File: src/rtl/txfifo_pkg.sv
package txfifo_pkg;
  typedef struct packed {
    logic wrLo;     // store lane 0 byte
    logic wrHi;     // store lane 1 byte
    logic wrEof;    // tag the last stored byte
    logic rdStep;   // advance read pointer
    logic rewind;   // read pointer back to frame start
    logic syncSof;  // frame start follows the next read pointer
    logic clear;    // empty everything
  } fifoStrobes_t;
endpackage

File: src/rtl/txfifo_dp.sv
module txfifo_dp
  import txfifo_pkg::*;
#(
  parameter int DEPTH = 136,
  localparam int PTR_W = $clog2(DEPTH)
) (
  input  logic         clk,
  input  logic         rstN,
  input  fifoStrobes_t strobes,
  input  logic [15:0]  wrData,
  output logic [7:0]   headByte,
  output logic         headEof
);
  typedef logic [PTR_W-1:0] ptr_t;

  function automatic ptr_t bump(ptr_t p);
    return (p == PTR_W'(DEPTH - 1)) ? '0 : p + 1'b1;
  endfunction

  logic [8:0] mem [DEPTH];
  ptr_t wrPtr, rdPtr, sofPtr;
  ptr_t wrPtr1, wrPtr2, rdNext;

  assign wrPtr1 = bump(wrPtr);
  assign wrPtr2 = bump(wrPtr1);
  assign rdNext = strobes.rewind ? sofPtr : (strobes.rdStep ? bump(rdPtr) : rdPtr);

  always_ff @(posedge clk) begin
    if (strobes.wrLo && strobes.wrHi) begin
      mem[wrPtr]  <= {1'b0, wrData[7:0]};
      mem[wrPtr1] <= {strobes.wrEof, wrData[15:8]};
    end else if (strobes.wrLo) begin
      mem[wrPtr] <= {strobes.wrEof, wrData[7:0]};
    end else if (strobes.wrHi) begin
      mem[wrPtr] <= {strobes.wrEof, wrData[15:8]};
    end
  end

  always_ff @(posedge clk) begin
    if (!rstN || strobes.clear) begin
      wrPtr  <= '0;
      rdPtr  <= '0;
      sofPtr <= '0;
    end else begin
      if (strobes.wrLo && strobes.wrHi)       wrPtr <= wrPtr2;
      else if (strobes.wrLo || strobes.wrHi)  wrPtr <= wrPtr1;
      rdPtr <= rdNext;
      if (strobes.syncSof) sofPtr <= rdNext;
    end
  end

  assign headByte = mem[rdPtr][7:0];
  assign headEof  = mem[rdPtr][8];

  // a resynchronised frame start lands on the read position
  a_r8_sof_follows_read: assert property (@(posedge clk) disable iff (!rstN)
    strobes.syncSof && !strobes.clear |=> sofPtr == rdPtr);
endmodule

File: src/rtl/txfifo_ctrl.sv
module txfifo_ctrl
  import txfifo_pkg::*;
#(
  parameter int DEPTH = 136,
  parameter int WINDOW = 64,
  parameter int HOLD = 4,
  parameter int WMARK_DEFAULT = 16,
  localparam int CNT_W = $clog2(DEPTH + 1),
  localparam int WIN_W = $clog2(WINDOW + 1),
  localparam int HOLD_W = $clog2(HOLD + 1)
) (
  input  logic             clk,
  input  logic             rstN,
  input  logic             hostWrEn,
  input  logic [1:0]       hostByteEn,
  input  logic             hostEof,
  input  logic [CNT_W-1:0] wmarkIn,
  input  logic             wmarkLoad,
  input  logic [CNT_W-1:0] startPoint,
  input  logic             macRd,
  input  logic             macRewind,
  input  logic             macDone,
  input  logic             macAbort,
  input  logic             headEof,
  output fifoStrobes_t     strobes,
  output logic             macValid,
  output logic             txGo,
  output logic             dataReq,
  output logic             overflow,
  output logic             underflow
);
  localparam logic [CNT_W-1:0]  DEPTH_C = CNT_W'(DEPTH);
  localparam logic [WIN_W-1:0]  WIN_MAX = WIN_W'(WINDOW);
  localparam logic [WIN_W-1:0]  WIN_PRE = WIN_W'(WINDOW - 1);
  localparam logic [HOLD_W-1:0] HOLD_INIT = HOLD_W'(HOLD - 1);

  logic [CNT_W-1:0]  avail, retCnt, eofCnt, wmEff;
  logic [CNT_W-1:0]  availN, retN, eofN;
  logic [WIN_W-1:0]  sentCnt, sentN;
  logic [HOLD_W-1:0] holdCnt;
  logic eofRead, eofReadN, flushing, flushN;
  logic [CNT_W-1:0] nWr, used, freeSpace;
  logic wantWr, wrOk, clearNow, availSub, eofDec, udfSet, reqCond;

  assign nWr       = CNT_W'(hostByteEn[0]) + CNT_W'(hostByteEn[1]);
  assign used      = avail + retCnt;
  assign freeSpace = DEPTH_C - used;
  assign wantWr    = hostWrEn && (hostByteEn != 2'b00);
  assign wrOk      = wantWr && (freeSpace >= nWr);
  assign clearNow  = macAbort && !flushing && (eofCnt == '0);
  assign reqCond   = freeSpace >= wmEff;

  always_comb begin
    strobes  = '0;
    availN   = avail;
    retN     = retCnt;
    sentN    = sentCnt;
    eofN     = eofCnt;
    eofReadN = eofRead;
    flushN   = flushing;
    availSub = 1'b0;
    eofDec   = 1'b0;
    udfSet   = 1'b0;
    if (clearNow) begin
      strobes.clear = 1'b1;
      availN   = '0;
      retN     = '0;
      sentN    = '0;
      eofN     = '0;
      eofReadN = 1'b0;
      flushN   = 1'b0;
    end else begin
      strobes.wrLo  = wrOk && hostByteEn[0];
      strobes.wrHi  = wrOk && hostByteEn[1];
      strobes.wrEof = hostEof;
      if (flushing) begin
        if (avail != '0) begin
          strobes.rdStep  = 1'b1;
          strobes.syncSof = 1'b1;
          availSub = 1'b1;
          if (headEof) begin
            flushN = 1'b0;
            eofDec = 1'b1;
          end
        end
      end else if (macAbort) begin
        strobes.syncSof = 1'b1;
        retN     = '0;
        sentN    = '0;
        eofReadN = 1'b0;
        if (eofRead) eofDec = 1'b1;
        else         flushN = 1'b1;
      end else if (macDone) begin
        strobes.syncSof = 1'b1;
        retN     = '0;
        sentN    = '0;
        eofReadN = 1'b0;
        eofDec   = eofRead;
      end else if (macRewind) begin
        if (sentCnt < WIN_MAX) begin
          strobes.rewind = 1'b1;
          retN     = '0;
          sentN    = '0;
          eofReadN = 1'b0;
        end
      end else if (macRd) begin
        if (avail != '0) begin
          strobes.rdStep = 1'b1;
          availSub = 1'b1;
          if (sentCnt >= WIN_PRE) begin
            sentN = WIN_MAX;
            strobes.syncSof = 1'b1;
            retN = '0;
          end else begin
            sentN = sentCnt + 1'b1;
            retN  = retCnt + 1'b1;
          end
          if (headEof) eofReadN = 1'b1;
        end else begin
          udfSet = 1'b1;
        end
      end
      availN = avail + (wrOk ? nWr : '0) - CNT_W'(availSub)
               + (strobes.rewind ? retCnt : '0);
      eofN = eofCnt + CNT_W'(wrOk && hostEof) - CNT_W'(eofDec);
    end
  end

  always_ff @(posedge clk) begin
    if (!rstN) begin
      avail     <= '0;
      retCnt    <= '0;
      sentCnt   <= '0;
      eofCnt    <= '0;
      eofRead   <= 1'b0;
      flushing  <= 1'b0;
      overflow  <= 1'b0;
      underflow <= 1'b0;
      wmEff     <= CNT_W'(WMARK_DEFAULT);
      dataReq   <= 1'b0;
      holdCnt   <= '0;
    end else begin
      avail    <= availN;
      retCnt   <= retN;
      sentCnt  <= sentN;
      eofCnt   <= eofN;
      eofRead  <= eofReadN;
      flushing <= flushN;
      if (wantWr && !wrOk && !clearNow) overflow <= 1'b1;
      if (wantWr && (freeSpace < nWr))  overflow <= 1'b1;
      if (udfSet) underflow <= 1'b1;
      if (clearNow || wmarkLoad) wmEff <= wmarkIn;
      if (!dataReq) begin
        dataReq <= reqCond;
        holdCnt <= HOLD_INIT;
      end else if (holdCnt != '0) begin
        holdCnt <= holdCnt - 1'b1;
      end else begin
        dataReq <= reqCond;
      end
    end
  end

  assign macValid = !flushing && (avail != '0);
  assign txGo     = !flushing && ((eofCnt != '0) || (avail >= startPoint));

  // stored plus retained bytes never exceed capacity
  a_r3_used_bounded: assert property (@(posedge clk) disable iff (!rstN)
    ({1'b0, avail} + {1'b0, retCnt}) <= (CNT_W + 1)'(DEPTH));
  // underflow only rises after an empty cycle
  a_r4_udf_only_empty: assert property (@(posedge clk) disable iff (!rstN)
    $rose(underflow) |-> $past(avail) == '0);
  // an accepted rewind leaves nothing retained
  a_r6_rewind_resets: assert property (@(posedge clk) disable iff (!rstN)
    strobes.rewind |=> retCnt == '0 && sentCnt == '0);
  // a committed frame holds no retained bytes
  a_r7_commit_releases: assert property (@(posedge clk) disable iff (!rstN)
    sentCnt == WIN_MAX |-> retCnt == '0);
  // a discard ends only after a tagged byte
  a_r9_flush_ends_on_tag: assert property (@(posedge clk) disable iff (!rstN)
    $fell(flushing) |-> $past(headEof));
  // the request never drops inside its hold time
  a_r11_min_hold: assert property (@(posedge clk) disable iff (!rstN)
    $fell(dataReq) |-> $past(holdCnt) == '0);
endmodule

File: src/rtl/txRetryFifo.sv
module txRetryFifo
  import txfifo_pkg::*;
#(
  parameter int DEPTH = 136,
  parameter int WINDOW = 64,
  parameter int HOLD = 4,
  parameter int WMARK_DEFAULT = 16,
  localparam int CNT_W = $clog2(DEPTH + 1)
) (
  input  logic             clk,
  input  logic             rstN,
  input  logic             hostWrEn,
  input  logic [15:0]      hostData,
  input  logic [1:0]       hostByteEn,
  input  logic             hostEof,
  input  logic [CNT_W-1:0] wmarkIn,
  input  logic             wmarkLoad,
  input  logic [CNT_W-1:0] startPoint,
  output logic             dataReq,
  output logic             txGo,
  input  logic             macRd,
  input  logic             macRewind,
  input  logic             macDone,
  input  logic             macAbort,
  output logic             macValid,
  output logic [7:0]       macByte,
  output logic             macLast,
  output logic             overflow,
  output logic             underflow
);
  fifoStrobes_t strobes;
  logic headEof;

  txfifo_ctrl #(
    .DEPTH(DEPTH), .WINDOW(WINDOW), .HOLD(HOLD), .WMARK_DEFAULT(WMARK_DEFAULT)
  ) u_ctrl (
    .clk(clk), .rstN(rstN),
    .hostWrEn(hostWrEn), .hostByteEn(hostByteEn), .hostEof(hostEof),
    .wmarkIn(wmarkIn), .wmarkLoad(wmarkLoad), .startPoint(startPoint),
    .macRd(macRd), .macRewind(macRewind), .macDone(macDone), .macAbort(macAbort),
    .headEof(headEof), .strobes(strobes),
    .macValid(macValid), .txGo(txGo), .dataReq(dataReq),
    .overflow(overflow), .underflow(underflow)
  );

  txfifo_dp #(.DEPTH(DEPTH)) u_dp (
    .clk(clk), .rstN(rstN), .strobes(strobes), .wrData(hostData),
    .headByte(macByte), .headEof(headEof)
  );

  assign macLast = macValid && headEof;
endmodule

File: config.mk
export PLATFORM = sky130hd
export DESIGN_NAME = txRetryFifo
export DESIGN_NICKNAME = d
export VERILOG_FILES = /design/src/rtl/txfifo_pkg.sv /design/src/rtl/txfifo_dp.sv /design/src/rtl/txfifo_ctrl.sv /design/src/rtl/txRetryFifo.sv
export SDC_FILE = /design/constraint.sdc
export NUM_CORES = 2
export LEC_CHECK = 0
export BUFFER_PORTS_ARGS = -buffer_cell sky130_fd_sc_hd__buf_4
export CAP_MARGIN = 20
export CORE_MARGIN = 8
export CORE_UTILIZATION = 51
export DETAILED_ROUTE_END_ITERATION = 8
export PLACE_DENSITY = 0.66
export SLEW_MARGIN = 20
export SYNTH_ARGS = -nofsm -noshare
export SYNTH_HDL_FRONTEND = slang
export SYNTH_SLANG_ARGS = --single-unit
export TNS_END_PERCENT = 1
File: constraint.sdc
create_clock -name clk -period 5.6 [get_ports clk]
set_input_delay 0 -clock clk [delete_from_list [all_inputs] [get_ports clk]]
set_output_delay 0 -clock clk [all_outputs]
set_load 0.01 [all_outputs]
==> summary.md <==
| Metric | Value |
|---|---|
| Max Cap Violations | 0 |
| Diodes inserted | 0 |
| Final Hold Vio Count | 0 |
| RSZ-0062 raised after global routing | no |
| Pre-CTS setup slack | 517.0 ps |
| Switching power | 7.879 mW |
| P_leak | 25.52 nW |
| H-Tree Depth | 4 |
| Overall Global Routing Usage | 27.32% |
| Root Buffer | clkbuf_16 |
| Relative slew slack | 21.19% |
| Sink Count | roughly 1.3k |
| Synth top area share | 51.95% |
| Reg-to-Reg Start | u_dp.rdPtr[1]$_SDFF_PP0_ |
| Area grow syn2layout | 10.52% |
| Clock power frac | about 35% |
| Setup violators final | 0 |
| Layout Cell Area excl Fill | 78200 um2 |
| Initial antenna violation count | 3 |
| Synth Warn # | 0 |
| Final WS setup | between 300 and 400 ps |
| GPL Wtd Cong | 1.013 |
| Int Pwr | between 15 and 20 mW |
| Synth Cell Area | 70760 um2 |
| Crit path max fanout | 41 |
| Clock skew | around 26 ps |
| Fin. max-slew vios | 0 |
| Worst path top cell family by delay | compound AO/OA/AOI/OAI gates |
| Synthesized Nets | around 4.8k |
| Width of the die | roughly 400 um |
| Post-synth ARST share | 0% |
| Biggest area consumer among synthesized cells | edfxtp_1 |
| Actual slew at the worst max-slew pin | 1182 ps |
| Setup_tns | 0 ps |
| Dominant cells by area after synthesis | edfxtp_1 (52%), mux2_2 (17%), mux4_2 (12%), dfxtp_1 (2.0%), a21oi_4 (2.0%) |
| Final WL | between 200000 and 250000 um |
| CP Class | flip-flop to flip-flop |
| Vias in the first global route | 42.94k |
| Worst min-delay path startpoint | hostData[11] |
| Number of distinct library cells after synthesis | 92 |
| CP Capture Type | flip-flop |
| Worst-path clk slew | 60 ps |
| Sw frac | 29.11% |
| Outcome | complete, no violations |
| Die height | 388.5 um |
| Routed len/inst | approximately 32 um |
| Crit path launch | u_dp.rdPtr[1]$_SDFF_PP0_ |
| Buffers on Ports | 56 |
| Post-synthesis sequential area ratio | 53.96% |
| DP HPWL | 134900 um |
| Commonest cells post-synth | edfxtp_1 (1224), mux2_2 (1049), mux4_2 (365), clkbuf_1 (354), nand2_1 (216) |
| Power share of the sequential group | 40.5% |
| Drt pass-1 iters | 6 |
| WP data required | ~6300 ps |
| CP Launch Type | flip-flop |
| Worst-Skew Late Latency | between 800 and 900 ps |
| Placed cell count | 6223 |
| VDD IR max | 0.3504 mV |
| Post-route insts no fill | roughly 6.5k |
| Number of synthesized flops with an enable pin | about 1.2k |
| Placement Cell Area | 73140 um2 |
| Routed Antenna Nets | 0 |
| Fill count | 10.67k |
| Io pins | 57 |
| CP cell instances | buf_4 -> mux4_2 -> a22oi_1 -> nand3_1 -> a22oi_1 -> a211oi_1 -> o21ai_0 -> mux2i_1 -> ha_1 -> inv_1 -> ha_1 -> inv_1 -> fa_1 -> inv_1 -> a21oi_1 -> o21bai_1 -> a21oi_1 -> nor2_1 -> nor2_1 -> xor2_1 -> nor2_1 |
| Fin crit period | between 5000 and 6000 ps |
| Hold Path Class | input port to flip-flop |
| Max Root-Sink Buffers | 3 |
| CP arrival | 5920 ps |
| Core area | 137700 um2 |
| Die area | ~150000 um2 |
| Count leader, synth | edfxtp_1 |
| Main synth FF type | edfxtp_1 |
| CP max stage cell | dfxtp_4 |
| Starting Density | 51.40% |
| Drt drc | 0 |
| Num CTS Buffers | between 100 and 150 |
| Pwr/cell area | 346.1 nW/um2 |
| Fin nets | 4747 |
| Via density per instance | around 6.6 |
| FP Rows | 136 |
| Final period util | 93.60% |
| Vias | 43.46k |
| Largest stage delay, worst path | 850 ps |
| Cts repair resizes | 0 |
| Power share of the combinational group | between 20% and 30% |
| Pin count of the biggest net entering global routing | 137 |
| First-pass GRT wire length | roughly 300000 um |
| Drt initial violations | 5326 |
| Max frequency | 190.8 MHz |
| Synth Area per Inst | 15.19 um2 |
| Mapped Cells | 4659 |
| Synthesized flop and latch total | 1295 |
| Share of layout cells above drive strength 1 | 44.31% |
| CTS tree | built |
| Grt ovf | 0 |
| Sum of buffers and inverters on the critical path | 4 |
-- metal layers --
layer	vias to the layer above	part of all wire [%]	wire length [um]	global-route usage, %
met5	-	0.012	25	0
met4	4	4.3	9001	10.41
met3	451	8.4	17640	5.543
met2	2212	47	99750	43.72
met1	22590	40	83950	36.96
li1	18200	-	-	-
-- power groups by stage --
stage                     Sequential (mW)  Combinational [mW]  Clock (mW)
after floorplan                      11.1                4.88           0
after global placement               11.2                6.62           0
after detailed placement             11.2                6.68           0
after CTS                            11.0                6.74        9.48
after global routing                 11.0                7.19        9.81
final                                11.0                6.76        9.34
-- timing repair --
action / CTS / global route
setup buffers: 0 / 0
hold buffers: 49 / 0
hold endpoints to repair: 248 / 0
-- logic make-up after synthesis --
group                    share of synthesized area (%)
flip-flops                                       53.96
AND/OR/NAND/NOR                                  3.632
multiplexers                                     29.50
buffers and inverters                            3.714
AO/OA/AOI/OAI                                    7.234
XOR/XNOR                                        0.5323
adder cells (fa/ha/maj)                          1.432
-- cell usage in the layout (no fill, tap or decap), types with 12 or more instances in the layout --
cell type and count:
dfxtp_1 68, edfxtp_1 1224, xnor2_1 29, clkinv_2 28, a21oi_1 195, clkbuf_16 150, mux2_2 1049, and2_1 37
buf_12 13, nor2_1 89, a21oi_4 88, nor2b_1 25, nand3_1 56, clkinv_1 29, inv_1 79, ha_1 69
dlygate4sd3_1 49, mux2i_1 25, buf_4 275, xor2_1 14, nand2_1 215, mux4_2 365, a22oi_1 35, nand4_1 24
and3_1 27, nor3_1 12, o21ai_0 135, mux2_1 31, mux2_4 16, a31oi_4 31, clkbuf_1 33, a21o_1 22
-- path summary, 6_finish.rpt --
kind	to	slack (ps)	depth (start not counted)
setup / recovery	u_ctrl.eofCnt[6]$_SDFF_PP0_	360	21
hold / removal	u_dp.mem[42][3]$_DFFE_PP_	40	2
setup reg to reg	u_ctrl.eofCnt[6]$_SDFF_PP0_	360	21
hold reg to reg	u_ctrl.sentCnt[5]$_SDFFE_PP0P_	500	2
-- state kept, by name, summed over array words and instances, names as in the netlist, 3 cells and up --
register and count:
u_dp.sofPtr 8, u_ctrl.avail 8, u_dp.rdPtr 8, u_ctrl.eofCnt 8, u_dp.wrPtr 8, u_ctrl.holdCnt 3
u_ctrl.sentCnt 7, u_ctrl.retCnt 8, u_dp.mem 1224, u_ctrl.wmEff 8
-- metrics by stage --
stage,power [mW],util (%),hold WS (ps)
6_report,27.07,56.81,39.10
4_1_cts,27.19,56.80,1.347
3_3_place_gp,17.79,53.12,240.2
2_1_floorplan,15.97,-,137.7
3_5_place_dp,17.85,53.13,240.6
5_1_grt,27.98,56.81,47.34
-- final cells by class --
type | count | area (um2) | area share, %
Clock buffer | 184 | 3891 | 4.976
Sequential cell | 1295 | 38190 | 48.83
Clock inverter | 82 | 675.6 | 0.8640
Inverter | 82 | 312.8 | 0.4000
Multi-Input combinational cell | 2763 | 30060 | 38.44
Timing Repair Buffer | 338 | 2826 | 3.614
Tap cell | 1794 | 2245 | 2.870
No activity file was read; power rests on OpenSTA's default activity.
